$ cat config.mk
export PLATFORM = sky130hd
export DESIGN_NAME = coll_presence_gen
export DESIGN_NICKNAME = d
export VERILOG_FILES = /design/src/rtl/cpg_pkg.sv /design/src/rtl/cpg_sync.sv /design/src/rtl/cpg_hb_timer.sv /design/src/rtl/cpg_wave.sv /design/src/rtl/coll_presence_gen.sv
export SDC_FILE = /design/constraint.sdc
export NUM_CORES = 1
export LEC_CHECK = 0
export ABC_AREA = 1
export ABC_CLOCK_PERIOD_IN_PS = 1500
export BUFFER_PORTS_ARGS = -buffer_cell sky130_fd_sc_hd__buf_4
export CORE_AREA = 8 8 56 77
export DETAILED_ROUTE_END_ITERATION = 10
export DIE_AREA = 0 0 64 85
export MAX_ROUTING_LAYER = met4
export PLACE_DENSITY_LB_ADDON = 0.08
export SYNTH_ARGS = -nofsm -noshare
export SYNTH_HDL_FRONTEND = slang
export SYNTH_SLANG_ARGS = --single-unit
$ cat constraint.sdc
create_clock -name clk_i -period 1.5 [get_ports clk_i]
set_input_delay 0 -clock clk_i [delete_from_list [all_inputs] [get_ports clk_i]]
set_output_delay 0 -clock clk_i [all_outputs]
set_load 0.05 [all_outputs]
$ cat src/rtl/cpg_pkg.sv
package cpg_pkg;
  typedef enum logic [1:0] {HB_IDLE, HB_WAIT, HB_BURST} hb_st_e;

  typedef struct packed {
    logic coll;
    logic jab;
    logic tx;
    logic hb_en;
  } cpg_in_t;

  localparam int unsigned CPG_IN_W = $bits(cpg_in_t);
endpackage

$ cat src/rtl/cpg_sync.sv
module cpg_sync #(
  parameter int unsigned W      = 1,
  parameter int unsigned STAGES = 2
) (
  input  logic         clk_i,
  input  logic         rst_ni,
  input  logic [W-1:0] d_i,
  output logic [W-1:0] q_o
);
  logic [W-1:0] stg [STAGES];

  for (genvar s = 0; s < STAGES; s++) begin : g_stg
    always_ff @(posedge clk_i or negedge rst_ni) begin
      if (!rst_ni) stg[s] <= '0;
      else if (s == 0) stg[s] <= d_i;
      else stg[s] <= stg[(s == 0) ? 0 : s-1];
    end
  end

  assign q_o = stg[STAGES-1];
endmodule

$ cat src/rtl/cpg_hb_timer.sv
module cpg_hb_timer
  import cpg_pkg::*;
#(
  parameter int unsigned HB_DLY = 22000,
  parameter int unsigned HB_LEN = 20000
) (
  input  logic clk_i,
  input  logic rst_ni,
  input  logic tx_i,
  input  logic en_i,
  output logic hb_o
);
  localparam int unsigned MAXC = (HB_DLY > HB_LEN) ? HB_DLY : HB_LEN;
  localparam int unsigned CW   = $clog2(MAXC + 1);
  localparam logic [CW-1:0] DLY_LAST = CW'(HB_DLY - 1);
  localparam logic [CW-1:0] LEN_LAST = CW'(HB_LEN - 1);

  hb_st_e        st_q, st_d;
  logic [CW-1:0] cnt_q, cnt_d;
  logic          tx_q;
  logic          tx_fall;

  assign tx_fall = tx_q & ~tx_i;

  always_comb begin
    st_d  = st_q;
    cnt_d = cnt_q;
    unique case (st_q)
      HB_IDLE: if (tx_fall && en_i) begin
        st_d  = HB_WAIT;
        cnt_d = '0;
      end
      HB_WAIT: begin
        if (!en_i || tx_i) begin
          st_d = HB_IDLE;   // retransmit or disable drops the pending burst
        end else if (cnt_q == DLY_LAST) begin
          st_d  = HB_BURST;
          cnt_d = '0;
        end else begin
          cnt_d = cnt_q + 1'b1;
        end
      end
      HB_BURST: begin
        if (!en_i || cnt_q == LEN_LAST) st_d = HB_IDLE;
        else cnt_d = cnt_q + 1'b1;
      end
      default: st_d = HB_IDLE;
    endcase
  end

  always_ff @(posedge clk_i or negedge rst_ni) begin
    if (!rst_ni) begin
      st_q  <= HB_IDLE;
      cnt_q <= '0;
      tx_q  <= 1'b0;
    end else begin
      st_q  <= st_d;
      cnt_q <= cnt_d;
      tx_q  <= tx_i;
    end
  end

  assign hb_o = (st_q == HB_BURST);


  burst_after_full_delay_chk: assert property (@(posedge clk_i) disable iff (!rst_ni)
    $rose(hb_o) |-> ($past(st_q) == HB_WAIT && $past(cnt_q) == DLY_LAST));


  burst_width_bound_chk: assert property (@(posedge clk_i) disable iff (!rst_ni)
    hb_o |-> (cnt_q <= LEN_LAST));


  retx_cancels_chk: assert property (@(posedge clk_i) disable iff (!rst_ni)
    (st_q == HB_WAIT && tx_i) |=> !hb_o);


  disabled_no_burst_chk: assert property (@(posedge clk_i) disable iff (!rst_ni)
    !en_i |=> !hb_o);
endmodule

$ cat src/rtl/cpg_wave.sv
module cpg_wave (
  input  logic clk_i,
  input  logic rst_ni,
  input  logic gate_i,
  output logic cd_o
);
  logic cd_q;

  // each high lasts one period; a closing gate always lands low, so no runt
  always_ff @(posedge clk_i or negedge rst_ni) begin
    if (!rst_ni) cd_q <= 1'b0;
    else cd_q <= gate_i & ~cd_q;
  end

  assign cd_o = cd_q;


  one_cycle_high_chk: assert property (@(posedge clk_i) disable iff (!rst_ni)
    cd_q |=> !cd_q);


  idle_stays_low_chk: assert property (@(posedge clk_i) disable iff (!rst_ni)
    (!gate_i && !cd_q) |=> !cd_q);


  start_needs_gate_chk: assert property (@(posedge clk_i) disable iff (!rst_ni)
    $rose(cd_q) |-> $past(gate_i));
endmodule

$ cat src/rtl/coll_presence_gen.sv
module coll_presence_gen
  import cpg_pkg::*;
#(
  parameter int unsigned HB_DLY      = 22000,
  parameter int unsigned HB_LEN      = 20000,
  parameter int unsigned SYNC_STAGES = 2
) (
  input  logic clk_i,
  input  logic rst_ni,
  input  logic coll_det_i,
  input  logic jab_act_i,
  input  logic tx_act_i,
  input  logic hb_en_i,
  output logic cd_o
);
  cpg_in_t raw, syn;
  logic    hb;
  logic    gate;

  assign raw = '{coll: coll_det_i, jab: jab_act_i, tx: tx_act_i, hb_en: hb_en_i};

  cpg_sync #(.W(CPG_IN_W), .STAGES(SYNC_STAGES)) u_sync (
    .clk_i (clk_i),
    .rst_ni(rst_ni),
    .d_i   (raw),
    .q_o   (syn)
  );

  cpg_hb_timer #(.HB_DLY(HB_DLY), .HB_LEN(HB_LEN)) u_hb (
    .clk_i (clk_i),
    .rst_ni(rst_ni),
    .tx_i  (syn.tx),
    .en_i  (syn.hb_en),
    .hb_o  (hb)
  );

  assign gate = syn.coll | syn.jab | hb;

  cpg_wave u_wave (
    .clk_i (clk_i),
    .rst_ni(rst_ni),
    .gate_i(gate),
    .cd_o  (cd_o)
  );


  reset_low_chk: assert property (@(posedge clk_i) !rst_ni |-> !cd_o);
endmodule

; Yosys cells after proc, flatten, opt, wreduce, memory -nomap -nowiden
; Index checks and enable logic that the tools add are counted.
[classes]
eq_ne = 9
n_addsub = 1
mux = 10
n_reduce_logical = 8
bitwise = 6
[ops]
columns = operator, count
row1 = 2-to-1 mux 15 bit, 4
row2 = case mux 15 bit (3 select lines), 1
row3 = equality test 15 bit (second input constant), 2
row4 = adder 15 x 1 -> 15 bit (second input constant), 1
row5 = 2-to-1 mux 2 bit, 4
row6 = case mux 2 bit (3 select lines), 1
row7 = inequality test 2 x 1 -> 1 bit (second input constant), 2
row8 = inequality test 2 bit (second input constant), 2
row9 = AND reduction 4 bit, 1
row10 = inequality test 3 x 1 -> 1 bit (second input constant), 1
row11 = AND reduction 3 bit, 1
row12 = nonzero test 3 bit, 1
row13 = bitwise AND 1 bit, 2
row14 = equality test 2 x 1 -> 1 bit (second input constant), 1
row15 = equality test 2 bit (second input constant), 1
row16 = zero test 2 bit, 1
row17 = logical OR 1 bit, 2
row18 = inverter 1 bit, 2
row19 = OR 1 bit, 2
row20 = logical AND 1 bit, 1
row21 = zero test 1 bit, 1
[word_totals]
wordCells = 40
inputBits = 6
reg_bits = 27

; Logic depth before layout (Yosys ltp)
[depth]
depth_word = 5
mapped_depth = 11
ltp_nobuf = 11

; Cells and area by module
; From an unflattened synthesis, not the netlist that was laid out.
[hier_totals]
hier_cells = 215
hier_area_um2 = 1662.8
[modules_own_cells]
columns = module, cells_per_inst, n_inst, area_each_um2, seq_area_each_um2
row1 = cpg_hb_timer, 197, 1, 1386.3, 450.4
row2 = cpg_sync, 12, 1, 230.2, 200.2
row3 = cpg_wave, 3, 1, 35.0, 25.0
row4 = coll_presence_gen, 3, 1, 11.3, 0.0

; Worst setup path before layout
; No wires, ideal clock.
[synth_path]
path_type = register to register
start = reg u_hb.st_q[0]
end = reg u_hb.cnt_q[11]
path_slack_ns = 0.085
arrival_ns = 1.298
period_less_slack_ns = 1.415
required_time_ns = 1.382
path_stages_with_launch = 10
path_buffers = 1
cell_sequence = dfrtp_1 > inv_1 > ha_1 > nand2_1 > nand2_1 > nor2_1 > nand2_4 > buf_6 > nand2_1 > o21ai_2
[synth_between]
elab_chain_cells = 3
[synth_lines]
columns = element, line
row1 = "start, declared", cpg_hb_timer.sv:18  ; hb_st_e st_q, st_d;
row2 = "start signal, assigned", cpg_hb_timer.sv:57  ; st_q <= st_d;
row3 = equality test 2 x 1 -> 1 bit (tied with other cells), cpg_hb_timer.sv:28  ; unique case (st_q)
row4 = inequality test 2 bit (no source line) (tied with other cells), n/a
row5 = AND reduction 4 bit (no source line), n/a
row6 = "end signal, assigned", cpg_hb_timer.sv:58  ; cnt_q <= cnt_d;
row7 = "end, declared", cpg_hb_timer.sv:19  ; logic [CW-1:0] cnt_q, cnt_d;
; Several ways; a longest one is shown, not always the timed one.
; A chain may end at the register's enable or synchronous reset.

; Worst setup path in the final report
[layout_path]
start = reg u_hb.cnt_q[1]
end = reg u_hb.cnt_q[0]
[layout_between]
elab_chain_cells = 4
[layout_lines]
columns = element, line
row1 = "equality test 15 bit, on equally long branches", "cpg_hb_timer.sv:36, cpg_hb_timer.sv:44"
row2 = 2-to-1 mux 15 bit / logical OR 1 bit (equally long branches), "cpg_hb_timer.sv:36, cpg_hb_timer.sv:44"
row3 = 2-to-1 mux 15 bit / inequality test 2 bit (equally long branches), n/a
row4 = case mux 15 bit (3 select lines) / AND reduction 4 bit (equally long branches), n/a
; Several ways; a longest one is shown, not always the timed one. The select of a mux whose other input is x is not followed.

==> impl_metrics.env <==
export IMPL_outcome="finished, violations left"
export IMPL_violations="setup timing"
export IMPL_cpPeakStageDelay_ns=0.40
export IMPL_fin_setup_tns_ns=-1.08
export IMPL_clock_sinks=27
export IMPL_drc_errors=0
export IMPL_grt_pass1_wl_mm=5.62
export IMPL_worstSkewPairLatency_ns=0.28
export IMPL_crit_required_ns=1.68
export IMPL_end_kind="flop"
export IMPL_placed_area_um2=1740
export IMPL_multi_input_area_um2=895
export IMPL_cts_buffers=3
export IMPL_wl_mm=3.69
export IMPL_syn_area_per_cell_um2=7.88
export IMPL_fin_worst_hold_slack_ns=0.159
export IMPL_report_final_slew_viol_count=0
export IMPL_ys_seq_elements=27
export IMPL_routabilityCongestion=0.854
export IMPL_nFillCells=282
export IMPL_start_util_pct=47.9
export IMPL_synthTopCellsByArea="dfrtp_1 (44%), nand2_1 (15%), nand3_1 (7.5%)"
export IMPL_ant_nets=0
export IMPL_cp_depth=9
export IMPL_netlist_area_um2=1540
export IMPL_dieArea_um2=5440
export IMPL_critPathKind="reg2reg"
export IMPL_fin_crit_sh_pct=106
export IMPL_post_place_ws_ns=-0.0229
export IMPL_clock_root_buffer="clkbuf_8"
export IMPL_cts_tree="done"
export IMPL_setup_violations=17
export IMPL_slowest_stage="dfrtp_1"
export IMPL_via_per_inst=5.03
export IMPL_yosysTopAreaCell="dfrtp_1"
export IMPL_ys_seq_area_share_pct=43.8
export IMPL_portBuffers=6
export IMPL_vdd_drop_max_mv=1.10
export IMPL_tightest_slew_ns=0.343
export IMPL_rows=25
export IMPL_nets=245
export IMPL_crit_top_cell="nand2_1"
export IMPL_critPathLaunch="u_hb.cnt_q[1]$_DFFE_PN0P_"
export IMPL_layout_common_cells="nand2_1 (48), dfrtp_1 (27), buf_4 (26)"
export IMPL_rsz0062_at_grt="yes"
export IMPL_synth_top_area_share_pct=43.8
export IMPL_clockBufferDepth=2
export IMPL_fin_crit_ns=1.58
export IMPL_dp_hpwl_mm=2.32
export IMPL_cpLargestDelayFamily="simple AND/OR/NAND/NOR gates"
export IMPL_regArea_um2=676
export IMPL_netlist_instances=196
export IMPL_wl_per_cell_um=13.5
export IMPL_dieWidth_um=64
export IMPL_cap_violations=0
export IMPL_first_iter_violations=29
export IMPL_hold_path_class="in2async"
export IMPL_worstPathArrival_ns=1.76
export IMPL_fmax_mhz=631
export IMPL_fin_ws_ns=-0.0849
export IMPL_crit_chain="ha_2 -> nand3_2 -> nor2_1 -> nand2_1 -> nand2_1 -> nand2_2 -> nand2_8 -> clkbuf_16 -> o21ai_2"
export IMPL_grt_use_total_pct=12.8
export IMPL_hold_viol_final=0
export IMPL_h_tree_depth=1
export IMPL_yosysWarnings=0
export IMPL_powerDensity_nw_per_um2=1450
export IMPL_die_h_um=85
export IMPL_final_common_cell="nand2_1"
export IMPL_total_leakage_power_nw=0.987
export IMPL_antenna_found_initial=0
export IMPL_fin_skew_ns=0.00488
export IMPL_design_area_um2=2120
export IMPL_clkTransAtPathRegs_ns=0.10
export IMPL_crit_end="u_hb.cnt_q[0]$_DFFE_PN0P_"
export IMPL_timing_rr_end="u_hb.cnt_q[0]$_DFFE_PN0P_"
export IMPL_grt_ovfl_total=0
export IMPL_syn_to_final_growth_pct=37.2
export IMPL_ioPinCount=7
export IMPL_startpoint_type="flop"
export IMPL_critical_path_peak_fanout=6
export IMPL_via_count=1374
export IMPL_grt_pass1_vias=1291
export IMPL_slew_headroom_pct=77.1
export IMPL_drive_gt1_share_pct=36.5
export IMPL_reg2reg_slack_ns=-0.08
export IMPL_syn_nets=207
export IMPL_reg2reg_depth=9
export IMPL_n_antenna_cell=0
export IMPL_synthDistinctLibCells=24
export IMPL_grt_max_degree=28
export IMPL_cp_buffers_inverters=1
export IMPL_rr_startpoint="u_hb.cnt_q[1]$_DFFE_PN0P_"
export IMPL_dr_pass1_iters=4
export IMPL_core_um2=3220
## Yosys cell counts
| master | n |
|---|---|
| buf_2 | 1 |
| xnor2_1 | 3 |
| inv_1 | 18 |
| nand2_4 | 1 |
| nand4_1 | 5 |
| clkinv_2 | 1 |
| buf_6 | 2 |
| nand3_1 | 23 |
| o21ai_2 | 5 |
| xor2_1 | 4 |
| ha_1 | 5 |
| nor2_4 | 2 |
| nor2_2 | 1 |
| buf_1 | 1 |
| buf_12 | 1 |
| dfrtp_1 | 27 |
| a21oi_1 | 1 |
| o21ai_1 | 6 |
| nand2_1 | 62 |
| o21ai_0 | 1 |
| nand2_2 | 4 |
| nand3_2 | 1 |
| o21bai_1 | 1 |
| nor2_1 | 20 |
## state kept, by name, indices dropped and copies added (netlist names)
signal,flops
u_hb.tx_q,1
u_hb.st_q,2
u_hb.cnt_q,15
u_sync.q_o,4
u_sync.stg,4
u_wave.cd_o,1
## kinds of logic after synthesis
logic type / after synthesis / share of synthesized area (%)
xor+xnor: 7 / 3.97
flops: 27 / 43.8
fa+ha+maj: 5 / 4.05
simple gates: 119 / 34.3
compound gates: 14 / 5.92
buf+inv: 24 / 8.02
## worst min-delay path by stage
stage,start,to,cells after the start
after floorplan,rst_ni,u_hb.cnt_q[0]$_DFFE_PN0P_,0
after global placement,rst_ni,u_hb.st_q[0]$_DFFE_PN0P_,1
after detailed placement,rst_ni,u_hb.st_q[0]$_DFFE_PN0P_,1
after CTS,rst_ni,u_hb.st_q[0]$_DFFE_PN0P_,2
after global routing,rst_ni,u_hb.cnt_q[3]$_DFFE_PN0P_,2
final,rst_ni,u_hb.cnt_q[3]$_DFFE_PN0P_,2
## repair_timing
item / CTS / global route
hold buffers: 5 / 0
setup endpoints to repair: 14 / 17
cloned: 0 / 3
hold endpoints to repair: 31 / 0
setup buffers: 1 / 6
resized for setup: 5 / 42
pin swaps: 0 / 19
## layer usage
layer / up-vias / GRT usage (%) / wire length (um)
li1: 692 / - / -
met1: 656 / 15.2 / 1550
met2: 18 / 21.5 / 2010
met3: 8 / 2.11 / 58
met4: 0 / 3.67 / 78
met5: - / - / 0
## stage by stage
step / cells / total power [mW] / util [%]
after detailed placement: 254 / 1.98 / 54.0
after floorplan: 196 / 1.60 / -
final: 273 / 3.07 / 65.7
after CTS: 264 / 2.49 / 57.8
after global routing: 273 / 3.24 / 65.7
after global placement: 254 / 1.96 / 54.0
## report_power, final
part / switching, mW / internal, mW
Sequential: 0.0486 / 0.789
Combinational: 0.967 / 0.823
Clock: 0.250 / 0.195
Total: 1.27 / 1.81
## layout make-up
cell class	instances	area share (%)
multi-input cells	145	42.2
flip-flops and latches	27	31.9
repair buffers	38	17.6
inverters	19	3.54
well taps	40	2.36
clock buffers	3	1.95
clock inverters	1	0.413
(Power assumes the default switching activity.)
